--- config.mk ---
export PLATFORM = sky130hd
export DESIGN_NAME = byte_scalar_mul
export DESIGN_NICKNAME = d
export VERILOG_FILES = /design/src/rtl/bsm_pkg.sv /design/src/rtl/bsm_scalar_pick.sv /design/src/rtl/bsm_lane.sv /design/src/rtl/bsm_ctrl.sv /design/src/rtl/byte_scalar_mul.sv
export SDC_FILE = /design/constraint.sdc
export NUM_CORES = 1
export LEC_CHECK = 0
export CAP_MARGIN = 20
export CORE_MARGIN = 1
export CORE_UTILIZATION = 35
export CTS_BUF_LIST = sky130_fd_sc_hd__clkbuf_8
export CTS_CLUSTER_DIAMETER = 80
export DETAILED_ROUTE_END_ITERATION = 12
export GPL_TIMING_DRIVEN = 0
export SLEW_MARGIN = 20
export SYNTH_ARGS = -nofsm -noshare
export SYNTH_HDL_FRONTEND = slang
export SYNTH_HIERARCHICAL = 1
export SYNTH_SLANG_ARGS = --single-unit
--- constraint.sdc ---
create_clock -name clk -period 10.9 [get_ports clk]
set_clock_uncertainty 0.15 [all_clocks]
set_input_delay 2.725 -clock clk [delete_from_list [all_inputs] [get_ports clk]]
set_output_delay 2.725 -clock clk [all_outputs]
set_load 0.01 [all_outputs]
--- src/rtl/bsm_pkg.sv ---
package bsm_pkg;
    typedef enum logic [1:0] {
        ST_IDLE = 2'd0,
        ST_DONE = 2'd1,
        ST_TRAP = 2'd2
    } bsm_state_t;
endpackage

--- src/rtl/bsm_scalar_pick.sv ---
module bsm_scalar_pick #(
    parameter int SCALAR_W = 16
) (
    input  logic [2*SCALAR_W-1:0]       word_b,
    input  logic                        pick_hi,
    output logic signed [SCALAR_W-1:0]  scalar
);
    always_comb begin
        if (pick_hi)
            scalar = word_b[2*SCALAR_W-1:SCALAR_W];
        else
            scalar = word_b[SCALAR_W-1:0];
    end
endmodule

--- src/rtl/bsm_lane.sv ---
module bsm_lane #(
    parameter int LANE_W   = 8,
    parameter int SCALAR_W = 16
) (
    input  logic [LANE_W-1:0]           lane_in,
    input  logic signed [SCALAR_W-1:0]  scalar,
    output logic [SCALAR_W-1:0]         lane_out
);
    localparam int PROD_W = LANE_W + SCALAR_W;

    logic signed [PROD_W-1:0] sc_ext;
    logic signed [PROD_W-1:0] by_ext;
    logic signed [PROD_W-1:0] prod;
    logic [LANE_W-2:0]        unused_low;

    assign sc_ext = {{LANE_W{scalar[SCALAR_W-1]}}, scalar};
    assign by_ext = {{SCALAR_W{1'b0}}, lane_in};
    // Low PROD_W bits of the product are exact in modular arithmetic
    assign prod   = sc_ext * by_ext;

    // Round when the discarded byte is 0x80 or more
    assign lane_out   = prod[PROD_W-1:LANE_W] + {{(SCALAR_W-1){1'b0}}, prod[LANE_W-1]};
    assign unused_low = prod[LANE_W-2:0];
endmodule

--- src/rtl/bsm_ctrl.sv ---
module bsm_ctrl
    import bsm_pkg::*;
(
    input  logic clk,
    input  logic rst,
    input  logic in_valid,
    input  logic fpu_en,
    output logic wr_en,
    output logic res_valid,
    output logic trap
);
    bsm_state_t state_q, state_d;

    always_comb begin
        if (in_valid && fpu_en)
            state_d = ST_DONE;      // GO_DONE
        else if (in_valid)
            state_d = ST_TRAP;      // GO_TRAP
        else
            state_d = ST_IDLE;      // GO_IDLE
    end

    always_ff @(posedge clk) begin
        if (rst)
            state_q <= ST_IDLE;
        else
            state_q <= state_d;
    end

    always_comb begin
        res_valid = 1'b0;
        trap      = 1'b0;
        unique case (state_q)
            ST_IDLE: ;
            ST_DONE: res_valid = 1'b1;
            ST_TRAP: trap      = 1'b1;
            default: ;
        endcase
    end

    assign wr_en = (state_d == ST_DONE);
endmodule

--- src/rtl/byte_scalar_mul.sv ---
module byte_scalar_mul #(
    parameter int LANE_W   = 8,
    parameter int SCALAR_W = 16,
    parameter int LANES    = 4
) (
    input  logic                       clk,
    input  logic                       rst,
    input  logic                       in_valid,
    input  logic [LANES*LANE_W-1:0]    src_a,
    input  logic [2*SCALAR_W-1:0]      src_b,
    input  logic                       sel_hi,
    input  logic                       fpu_en,
    output logic [LANES*SCALAR_W-1:0]  result,
    output logic                       res_valid,
    output logic                       trap
);
    localparam int OUT_W = LANES * SCALAR_W;

    logic signed [SCALAR_W-1:0] scalar;
    logic [OUT_W-1:0]           lanes_d;
    logic                       wr_en;

    bsm_scalar_pick #(.SCALAR_W(SCALAR_W)) i_pick (
        .word_b (src_b),
        .pick_hi(sel_hi),
        .scalar (scalar)
    );

    for (genvar r = 0; r < LANES; r++) begin : g_lane
        bsm_lane #(.LANE_W(LANE_W), .SCALAR_W(SCALAR_W)) i_lane (
            .lane_in (src_a[r*LANE_W +: LANE_W]),
            .scalar  (scalar),
            .lane_out(lanes_d[r*SCALAR_W +: SCALAR_W])
        );
    end

    bsm_ctrl i_ctrl (
        .clk      (clk),
        .rst      (rst),
        .in_valid (in_valid),
        .fpu_en   (fpu_en),
        .wr_en    (wr_en),
        .res_valid(res_valid),
        .trap     (trap)
    );

    always_ff @(posedge clk) begin
        if (rst)
            result <= '0;
        else if (wr_en)
            result <= lanes_d;
    end
endmodule

# Yosys cells after proc, flatten, opt, wreduce, memory -nomap -nowiden
# Index checks and enable logic that the tools add are counted.
# totals
reg_bits,66
in_bits,69
out_inout_bits,66
# classes
addsub,4
mul,4
n_eq_ne,3
muxes,5
reduce_logical,1
# ops
operator,count
multiplier 16 x 9 -> 24 bit,4
adder 16 x 1 -> 16 bit,4
two-way mux 16 bit,1
"equality test 2 x 1 -> 1 bit, second input constant",2
two-way mux 2 bit,2
"equality test 2 bit, second input constant",1
two-way mux 1 bit,2
logical AND 1 bit,1

# Logic depth before layout (Yosys ltp)
# Gate-level depths: netlist of run 1.
# logic_depth
word_depth,3
depth_mapped,26

# Cells and area by module
# Netlist of run 1, hierarchy kept.
# modules_own_cells
mod,instances,cells_each,area_per_inst_um2,seq_area_each_um2
bsm_lane at g_lane[2].i_lane,1,602,4931.0,0.0
bsm_lane at g_lane[3].i_lane,1,564,4862.2,0.0
bsm_lane at g_lane[0].i_lane,1,574,4805.9,0.0
bsm_lane at g_lane[1].i_lane,1,567,4755.8,0.0
byte_scalar_mul,1,206,2290.9,1281.2
bsm_scalar_pick,1,18,249.0,0.0
bsm_ctrl,1,7,81.3,40.0

# Least setup slack after synthesis of run 1
# Ideal clock, no wire load.
# synth_timing
kind,input port to flip-flop
startpoint,input sel_hi
endpoint,register result[30]
setup_ns,0.128
arrival_ns,8.408
t_required_ns,10.622
path_slack_ns,2.215
cell_stages,24
path_buffers,1
cell_sequence,buf_6 mux2_2 and2_1 fa_1 fa_1 inv_1 fa_1 fa_1 inv_1 ha_1 o21a_1 nor2_1 nor2_1 xor2_1 ha_1 ha_1 inv_1 or4_1 or2_4 or3_1 o311ai_2 xor2_1 mux2i_1 nor2_1
# synth_via
elab_chain_cells,3
# synth_lines
item,line,source
"start, declared",byte_scalar_mul.sv:11,"input logic sel_hi,"
two-way mux 16 bit,bsm_scalar_pick.sv:9,if (pick_hi)
via scalar[1],byte_scalar_mul.sv:19,logic signed [SCALAR_W-1:0] scalar;
multiplier 16 x 9 -> 24 bit,bsm_lane.sv:19,assign prod = sc_ext * by_ext;
adder 16 x 1 -> 16 bit,bsm_lane.sv:22,"assign lane_out = prod[PROD_W-1:LANE_W] + {{(SCALAR_W-1){1'b0}}, prod[LANE_W-1]};"
via lanes_d[30],byte_scalar_mul.sv:20,logic [OUT_W-1:0] lanes_d;
"end signal, assigned",byte_scalar_mul.sv:51,result <= lanes_d;
"end, declared",byte_scalar_mul.sv:13,"output logic [LANES*SCALAR_W-1:0] result,"
# The timed path passes the listed nets, and every way through them passes these cells.
# A chain may end at the register's enable or synchronous reset.

# Final worst setup path of run 1
# layout_timing
startpoint,input src_b[19]
endpoint,register result[30]
# layout_via
elab_chain_cells,3
# layout_lines
item,line,source
"start, declared",byte_scalar_mul.sv:10,"input logic [2*SCALAR_W-1:0] src_b,"
two-way mux 16 bit,bsm_scalar_pick.sv:9,
via scalar[3],byte_scalar_mul.sv:19,
multiplier 16 x 9 -> 24 bit,bsm_lane.sv:19,
adder 16 x 1 -> 16 bit,bsm_lane.sv:22,
via lanes_d[30],byte_scalar_mul.sv:20,
# The timed path passes the listed nets, and every way through them passes these cells.

==> impl_metrics.toml, run 1 <==
[run_status]
status = "finished clean"

[place]
dp_hpwl_um = 43000
pre_cts_ws_ns = 1.22
gp_congestion = 0.814
portBuffers = 133

[timing]
fin_ws_ns = 1.72
post-route-period-util_pct = 84.3
whs_ns = 0.347
fin_crit_ns = 9.18
rsz0062_at_grt = "false"
setup_viol = 0
slew_viol_final = 0
final.setup.tns_ns = 0
slew_headroom_pct = 35.2
fmax_ghz = 0.109
finalHoldViolCount = 0
worst_slew_pin_slew_ns = 0.972

[layout]
syn_to_final_growth_pct = 11.7
layout_common_cells = "inv_1 (563), fa_1 (396), nand2_1 (320), and2_1 (258), ha_1 (180)"
final_common_cell = "inv_1"
nNetsFinal = 3327
drive_gt1_share_pct = 3.61

[setup_path]
crit_type = "primary input to flip-flop"
r2r-start = "result[24]"
cp-end-kind = "flip-flop"
cp.required_ns = 11.05
cp_data_arrival_time_ns = 9.33
critPathLaunch = "src_b[19]"
critPathMaxFanout = 32
start_kind = "primary input"

[cts]
root_buffer = "clkbuf_8"
clk_path_buf_depth = 2
cts_resized = 0
clkLatencyLatePin_ns = 0.41
hold_buffers = 0
h-tree-depth = 3
numCtsBuffers = 9
cts_setup_buffers = 0
cts_tree = "built"
clock_sinks = 66
clkSlewWorstSetupHoldPaths_ns = 0.08

[pwr]
p_per_area_mw_per_mm2 = 322
p_leak_nw = 12.0
total_power_w = 0.00791
peakVddDrop_mv = 0.163

[floorplanning]
coreArea_mm2 = 0.0618
fp.dieH_um = 253
rows = 91
dieArea_mm2 = 0.0638
boundaryPins = 135
initial_utilization_pct = 35.5
die_x_um = 253

[yosys]
synth_edf_count = 0
ys_types = 105
ys_seq_area_share_pct = 6.01
synth_seq_cells = 66
syn_avg_cell_area_um2 = 8.66
yosys_warnings = 6
synth_fp_nets = 3183
ys.flop_type = "dfxtp_1"
netlist_area_mm2 = 0.0220
ys_async_sr_fraction_pct = 0
synth_cells = 2538

[global_route]
grt_max_degree = 33
antenna_found_initial = 1
overflow = 0
grt_use_total_pct = 17.8
grt_pass1_vias = 17200
grt_pass1_wl_um = 90100

[detailed_routing]
viasPerCell = 4.66
wirelength_um = 53600
drc = 0
ant_nets = 0
wire_per_inst_um = 15.2
first_pass_iters = 5
vias = 16400
drt_iter0_markers = 699

[hold_path]
hp-class = "flip-flop to flip-flop"
hp-start = "result[9]"

[run]
maxCapViolations = 0
[per-stage QoR]
step	util (%)	area, um^2	cells
floorplan	-	22000	2538
global placement	39.4	24400	3508
detailed placement	39.4	24400	3508
CTS	39.7	24500	3524
global route	39.7	24500	3525
finish	39.7	24500	3525
[Yosys cell counts, types with 13 or more instances]
cell,count,area share [%]
inv_1,561,9.6
fa_1,396,36
nand2_1,320,5.5
and2_1,258,7.3
ha_1,180,10
nor2_1,108,1.8
xnor2_1,76,3.0
mux2i_1,69,3.1
dfxtp_1,66,6.0
a21oi_1,50,1.1
xor2_1,50,2.0
clkbuf_1,48,0.82
o21ai_0,33,0.75
nand3_1,29,0.66
nand4_1,16,0.46
a21o_1,15,0.51
nor3_1,14,0.32
a211oi_1,13,0.44
[where the power goes]
part / leakage [nW] / switching [W] / internal (W)
logic: 11.4 / 0.00424 / 0.00313
registers: 0.540 / 0.0000264 / 0.000298
clock network: 0.105 / 0.000124 / 0.0000989
[kinds of logic after synthesis]
| kind of cell | after synthesis | share of synthesized area (%) |
|---|---|---|
| compound gates | 218 | 7.31 |
| xor+xnor | 130 | 5.40 |
| fa+ha+maj | 576 | 46.3 |
| buf+inv | 629 | 11.3 |
| flops | 66 | 6.01 |
| mux | 86 | 4.18 |
| simple gates | 833 | 19.5 |
[cell type report]
| class | instances | area [um^2] |
|---|---|---|
| inverter | 561 | 2110 |
| clock inverter | 4 | 17.5 |
| sequential | 66 | 1320 |
| tap | 837 | 1050 |
| timing repair buffer | 133 | 1330 |
| buffer | 68 | 369 |
| clock buffer | 12 | 165 |
| multi-input combinational | 1843 | 18200 |
| antenna | 1 | 2.50 |
| fill | 6276 | 37300 |
[critical path, stage by stage]
cell and delay, ns:
clkdlybuf4s50_1 0.46, mux2_2 0.68, nand2_1 0.18, fa_1 0.56, inv_1 0.05, fa_1 0.45
ha_1 0.34, fa_1 0.49, ha_1 0.30, nand4b_1 0.19, o21a_1 0.29, nor2_1 0.21
xor2_1 0.17, ha_1 0.21, ha_1 0.17, inv_1 0.07, or4_1 0.61, or2_4 0.29
or3_1 0.33, o311ai_2 0.25, xor2_1 0.10, mux2i_1 0.14, nor2_1 0.05
[sequential cells by signal, indices dropped and copies added, names as in the netlist]
| signal | cells |
|---|---|
| i_ctrl/state_q | 2 |
| result | 64 |
[metal layers]
metal | share of wire [%] | track usage [%] | up-vias | routed length [um]
met3 | 3.6 | 1.99 | 45 | 1950
met1 | 49 | 25.1 | 8028 | 26100
met5 | 0 | 0 | - | 0
met4 | 1.8 | 4.64 | 0 | 974
li1 | - | - | 8103 | -
met2 | 46 | 29.0 | 256 | 24600
[final timing paths]
kind,end,slack (ns),cells past startpoint
max,result[30],1.72,23
min,result[9],0.35,2
max reg2reg,result[24],10.09,2
min reg2reg,result[9],0.35,2
(Power assumes the default switching activity.)
==> inputs of run 2 (changes only) <==
==> constraint.sdc (replaced) <==
create_clock -name clk -period 8.94 [get_ports clk]
set_clock_uncertainty 0.15 [all_clocks]
set_input_delay 2.235 -clock clk [delete_from_list [all_inputs] [get_ports clk]]
set_output_delay 2.235 -clock clk [all_outputs]
set_load 0.01 [all_outputs]
==> impl_metrics.toml, run 2 (same netlist as run 1, synthesis figures left out) <==
[place]
gp_congestion = 0.814
dpl_cell_area_mm2 = 0.0244
dp_hpwl_um = 43000
portBuffers = 133
dp_cells = 3508
pre_cts_ws_ns = -0.247

[setup_path]
crit_family = "adder cells"
critPathBufInv = 6
crit_type = "primary input to flip-flop"
cp-end-kind = "flip-flop"
rr_worst_depth = 2
start_kind = "primary input"
cp_slowest_stage_delay_ns = 0.69
path_depth = 23
cp.required_ns = 9.08
crit_chain = "clkdlybuf4s50_1 > clkbuf_1 > nand2_1 > fa_1 > inv_1 > fa_1 > fa_1 > inv_1 > fa_1 > inv_1 > ha_1 > clkbuf_1 > a21oi_2 > nand2_1 > a211oi_1 > nor3_1 > a211oi_2 > or4b_4 > o31ai_1 > nand3_1 > xnor2_1 > mux2i_1 > nor2_1"
crit_top_cell = "fa_1"
critPathMaxFanout = 10
critPathSlowestCell = "clkdlybuf4s50_1"
cp_data_arrival_time_ns = 8.69

[detailed_routing]
wire_per_inst_um = 15.2
wirelength_um = 53600
viasPerCell = 4.67
drt_iter0_markers = 727
drc = 0
vias = 16500
first_pass_iters = 5
ant_nets = 0

[layout]
drive_gt1_share_pct = 3.91
final_common_cell = "inv_1"
regMostFlops = "result"
layout_common_cells = "inv_1 (563), fa_1 (396), nand2_1 (320), and2_1 (258), ha_1 (180)"
fillers = 6268
syn_to_final_growth_pct = 11.9
largest_reg_flops = 64
nNetsFinal = 3327
top_regs = "result x64, i_ctrl/state_q x2"
final_cells = 3525
final_area_mm2 = 0.0246

[floorplanning]
rows = 91
coreArea_mm2 = 0.0618
die_x_um = 253
boundaryPins = 135
initial_utilization_pct = 35.5
dieArea_mm2 = 0.0638
fp.dieH_um = 253

[cts]
cts_resized = 0
cts_tree = "built"
clk_path_buf_depth = 2
clock_sinks = 66
numCtsBuffers = 9
h-tree-depth = 3
clkLatencyLatePin_ns = 0.41
root_buffer = "clkbuf_8"
hold_buffers = 0
clkSlewWorstSetupHoldPaths_ns = 0.08
cts_setup_buffers = 0

[timing]
slew_headroom_pct = 53.2
slew_viol_final = 0
rsz0062_at_grt = "false"
post-route-period-util_pct = 95.6
final.setup.tns_ns = 0
setup_viol = 0
fin_crit_ns = 8.55
fmax_ghz = 0.117
worst_slew_pin_slew_ns = 0.693
finalHoldViolCount = 0
fin_ws_ns = 0.393

[pwr]
peakVddDrop_mv = 0.199
p_per_area_mw_per_mm2 = 393
p_leak_nw = 12.1

[global_route]
grt_max_degree = 33
grt_pass1_wl_um = 90100
grt_use_total_pct = 17.8
grt_pass1_vias = 17200
overflow = 0
antenna_found_initial = 1

[run_status]
status = "finished clean"

[hold_path]
hp-class = "flip-flop to flip-flop"
hold_depth = 2

[run]
maxCapViolations = 0
-- run 2: cell types whose count changed in the layout (fill, tap and decap cells not counted), sizes merged --
cell,change
clkdlybuf4s50,-1
dlymetal6s2s,+1
-- run 2: worst register-to-register path, delay by kind of cell (launching register included) --
family	cells	cell delay [ns]
AND/OR/NAND/NOR	1	0.06
flip-flops	1	0.34
multiplexers	1	0.14
-- run 2: cell type report --
type	instances	area (um^2)	area share, %
multi-input cells	1843	18200	74.1
inverters	561	2110	8.56
repair buffers	133	1330	5.42
flip-flops and latches	66	1320	5.37
well taps	837	1050	4.26
plain buffers	68	378	1.54
clock buffers	12	165	0.671
clock inverters	4	17.5	0.0712
diodes	1	2.50	0.0102
-- run 2: layer usage --
layer	GRT usage [%]	vias up	wire, um
met4	4.64	0	974
met1	25.1	8060	26100
met2	29.0	270	24600
met3	1.99	42	1930
met5	0	-	0
li1	-	8099	-
-- run 2: power by group --
part,internal [W],switching [W],total (W),leakage (nW)
Combinational,0.00382,0.00518,0.00901,11.5
Sequential,0.000363,0.0000323,0.000395,0.540
Clock,0.000121,0.000152,0.000272,0.105
Total,0.00431,0.00536,0.00967,12.1
-- run 2: metrics by stage --
step                hold slack [ns]  utilization [%]  total power [W]
floorplan                     0.381                -          0.00762
CTS                           0.356             39.7          0.00973
global route                  0.371             39.8           0.0110
finish                        0.347             39.8          0.00967
global placement              0.326             39.4          0.00936
detailed placement            0.332             39.4          0.00936
-- run 2: worst paths after layout --
path,startpoint,endpoint,slack (ns)
setup / recovery,src_a[2],result[15],0.39
hold / removal,result[9],result[9],0.35
setup reg to reg,result[24],result[24],8.13
hold reg to reg,result[9],result[9],0.35
==> inputs of run 3 (changes only) <==
--- a/config.mk
+++ b/config.mk
@@ -12,6 +12,7 @@
 export CTS_CLUSTER_DIAMETER = 80
 export DETAILED_ROUTE_END_ITERATION = 12
 export GPL_TIMING_DRIVEN = 0
+export SETUP_SLACK_MARGIN = 0.1
 export SLEW_MARGIN = 20
 export SYNTH_ARGS = -nofsm -noshare
 export SYNTH_HDL_FRONTEND = slang
==> impl_metrics.toml, run 3 (same netlist as run 1, synthesis figures left out) <==
[global_route]
grt_max_degree = 33
overflow = 0
grt_pass1_wl_um = 90100
grt_pass1_vias = 17200
antenna_found_initial = 1
grt_use_total_pct = 17.8

[layout]
top_regs = "result x64, i_ctrl/state_q x2"
fillers = 6265
nNetsFinal = 3327
layout_common_cells = "inv_1 (563), fa_1 (396), nand2_1 (320), and2_1 (258), ha_1 (180)"
final_common_cell = "inv_1"
largest_reg_flops = 64
drive_gt1_share_pct = 4.13
syn_to_final_growth_pct = 12.1
post-route-util_pct = 39.8
regMostFlops = "result"

[floorplanning]
initial_utilization_pct = 35.5
die_x_um = 253
boundaryPins = 135
rows = 91
fp.dieH_um = 253
dieArea_mm2 = 0.0638
coreArea_mm2 = 0.0618

[hold_path]
hp-class = "flip-flop to flip-flop"

[timing]
slew_viol_final = 0
fmax_ghz = 0.118
fin_crit_ns = 8.49
finalHoldViolCount = 0
rsz0062_at_grt = "true"
setup_viol = 0
worst_slew_pin_slew_ns = 0.694
slew_headroom_pct = 53.1
post-route-period-util_pct = 95.0

[run]
maxCapViolations = 0

[cts]
clkLatencyLatePin_ns = 0.42
clock_sinks = 66
numCtsBuffers = 9
clk_path_buf_depth = 2
clkSlewWorstSetupHoldPaths_ns = 0.08
h-tree-depth = 3
root_buffer = "clkbuf_8"
cts_tree = "built"
cts_setup_buffers = 0

[place]
portBuffers = 133
gp_congestion = 0.814
dp_hpwl_um = 43000

[run_status]
status = "finished clean"

[setup_path]
start_kind = "primary input"
cp-end-kind = "flip-flop"
cp.required_ns = 9.09
crit_type = "primary input to flip-flop"
critPathSlowestCell = "or4_1"
critPathMaxFanout = 32
cp_data_arrival_time_ns = 8.64
cp_slowest_stage_delay_ns = 0.61

[pwr]
p_int_w = 0.00431
switching_share_pct = 55.4
p_sw_w = 0.00537
pwr-share-clk_pct = 2.8
p_leak_nw = 12.1
combPwrFrac_pct = 93.1
peakVddDrop_mv = 0.199
p_per_area_mw_per_mm2 = 393
total_power_w = 0.00968
power_frac_seq_pct = 4.1

[detailed_routing]
drt_iter0_markers = 745
wire_per_inst_um = 15.2
wirelength_um = 53600
drc = 0
viasPerCell = 4.67
vias = 16500
first_pass_iters = 5
ant_nets = 0
## run 3: changes by cell type in the layout (fill, tap and decap cells not counted), sizes merged
| cell | change |
|---|---|
| dlymetal6s2s | +2 |
| clkdlybuf4s50 | -2 |
## run 3: stage by stage
| step | area (um^2) | setup slack [ns] | TNS, ns | hold WS [ns] | std cells |
|---|---|---|---|---|---|
| final | 24600 | 0.448 | 0 | 0.347 | 3525 |
| after global routing | 24600 | 0.0584 | 0 | 0.371 | 3525 |
| after CTS | 24500 | 0.226 | 0 | 0.356 | 3524 |
| after detailed placement | 24400 | -0.247 | -0.498 | 0.332 | 3508 |
| after global placement | 24400 | -0.256 | -0.515 | 0.326 | 3508 |
| after floorplan | 22000 | 0.745 | 0 | 0.381 | 2538 |
## run 3: cell type report
| type | count | area [um^2] | area share [%] |
|---|---|---|---|
| Clock buffer | 12 | 165 | 0.671 |
| Buffer | 68 | 384 | 1.56 |
| Inverter | 561 | 2110 | 8.55 |
| Clock inverter | 4 | 17.5 | 0.0711 |
| Tap cell | 837 | 1050 | 4.25 |
| Antenna cell | 1 | 2.50 | 0.0102 |
| Timing Repair Buffer | 133 | 1340 | 5.44 |
| Multi-Input combinational cell | 1843 | 18200 | 74.1 |
| Sequential cell | 66 | 1320 | 5.37 |
## run 3: power groups by stage
stage	clock network [W]	logic (W)	registers (W)
6_report	0.000273	0.00901	0.000395
5_1_grt	0.000295	0.0103	0.000402
4_1_cts	0.000290	0.00905	0.000397
3_5_place_dp	0	0.00895	0.000403
3_3_place_gp	0	0.00895	0.000404
2_1_floorplan	0	0.00720	0.000422
## run 3: worst paths after layout
kind / from / endpoint / slack [ns] / cells past startpoint
max: src_b[21] / result[30] / 0.45 / 25
max reg2reg: result[24] / result[24] / 8.13 / 2
min reg2reg: result[9] / result[9] / 0.35 / 2
min: result[9] / result[9] / 0.35 / 2
## run 3: layer usage
metal	GRT usage (%)	up-vias	routed length (um)
li1	-	8100	-
met1	25.1	8059	26000
met2	29.0	259	24700
met3	1.99	38	1980
met4	4.64	0	889
met5	0	-	0
## run 3: timing repair
action,4_1_cts,5_1_grt
hold buffers,0,0
setup endpoints to repair,0,9
resized for setup,0,38
## run 3: critical path: cells and delay by family
family                   cells  cell delay (ns)
adder cells (fa/ha/maj)      7             2.78
AND/OR/NAND/NOR              7             1.69
buffers and inverters        5             0.66
multiplexers                 2             0.58
AO/OA/AOI/OAI                2             0.40
XOR/XNOR                     2             0.27
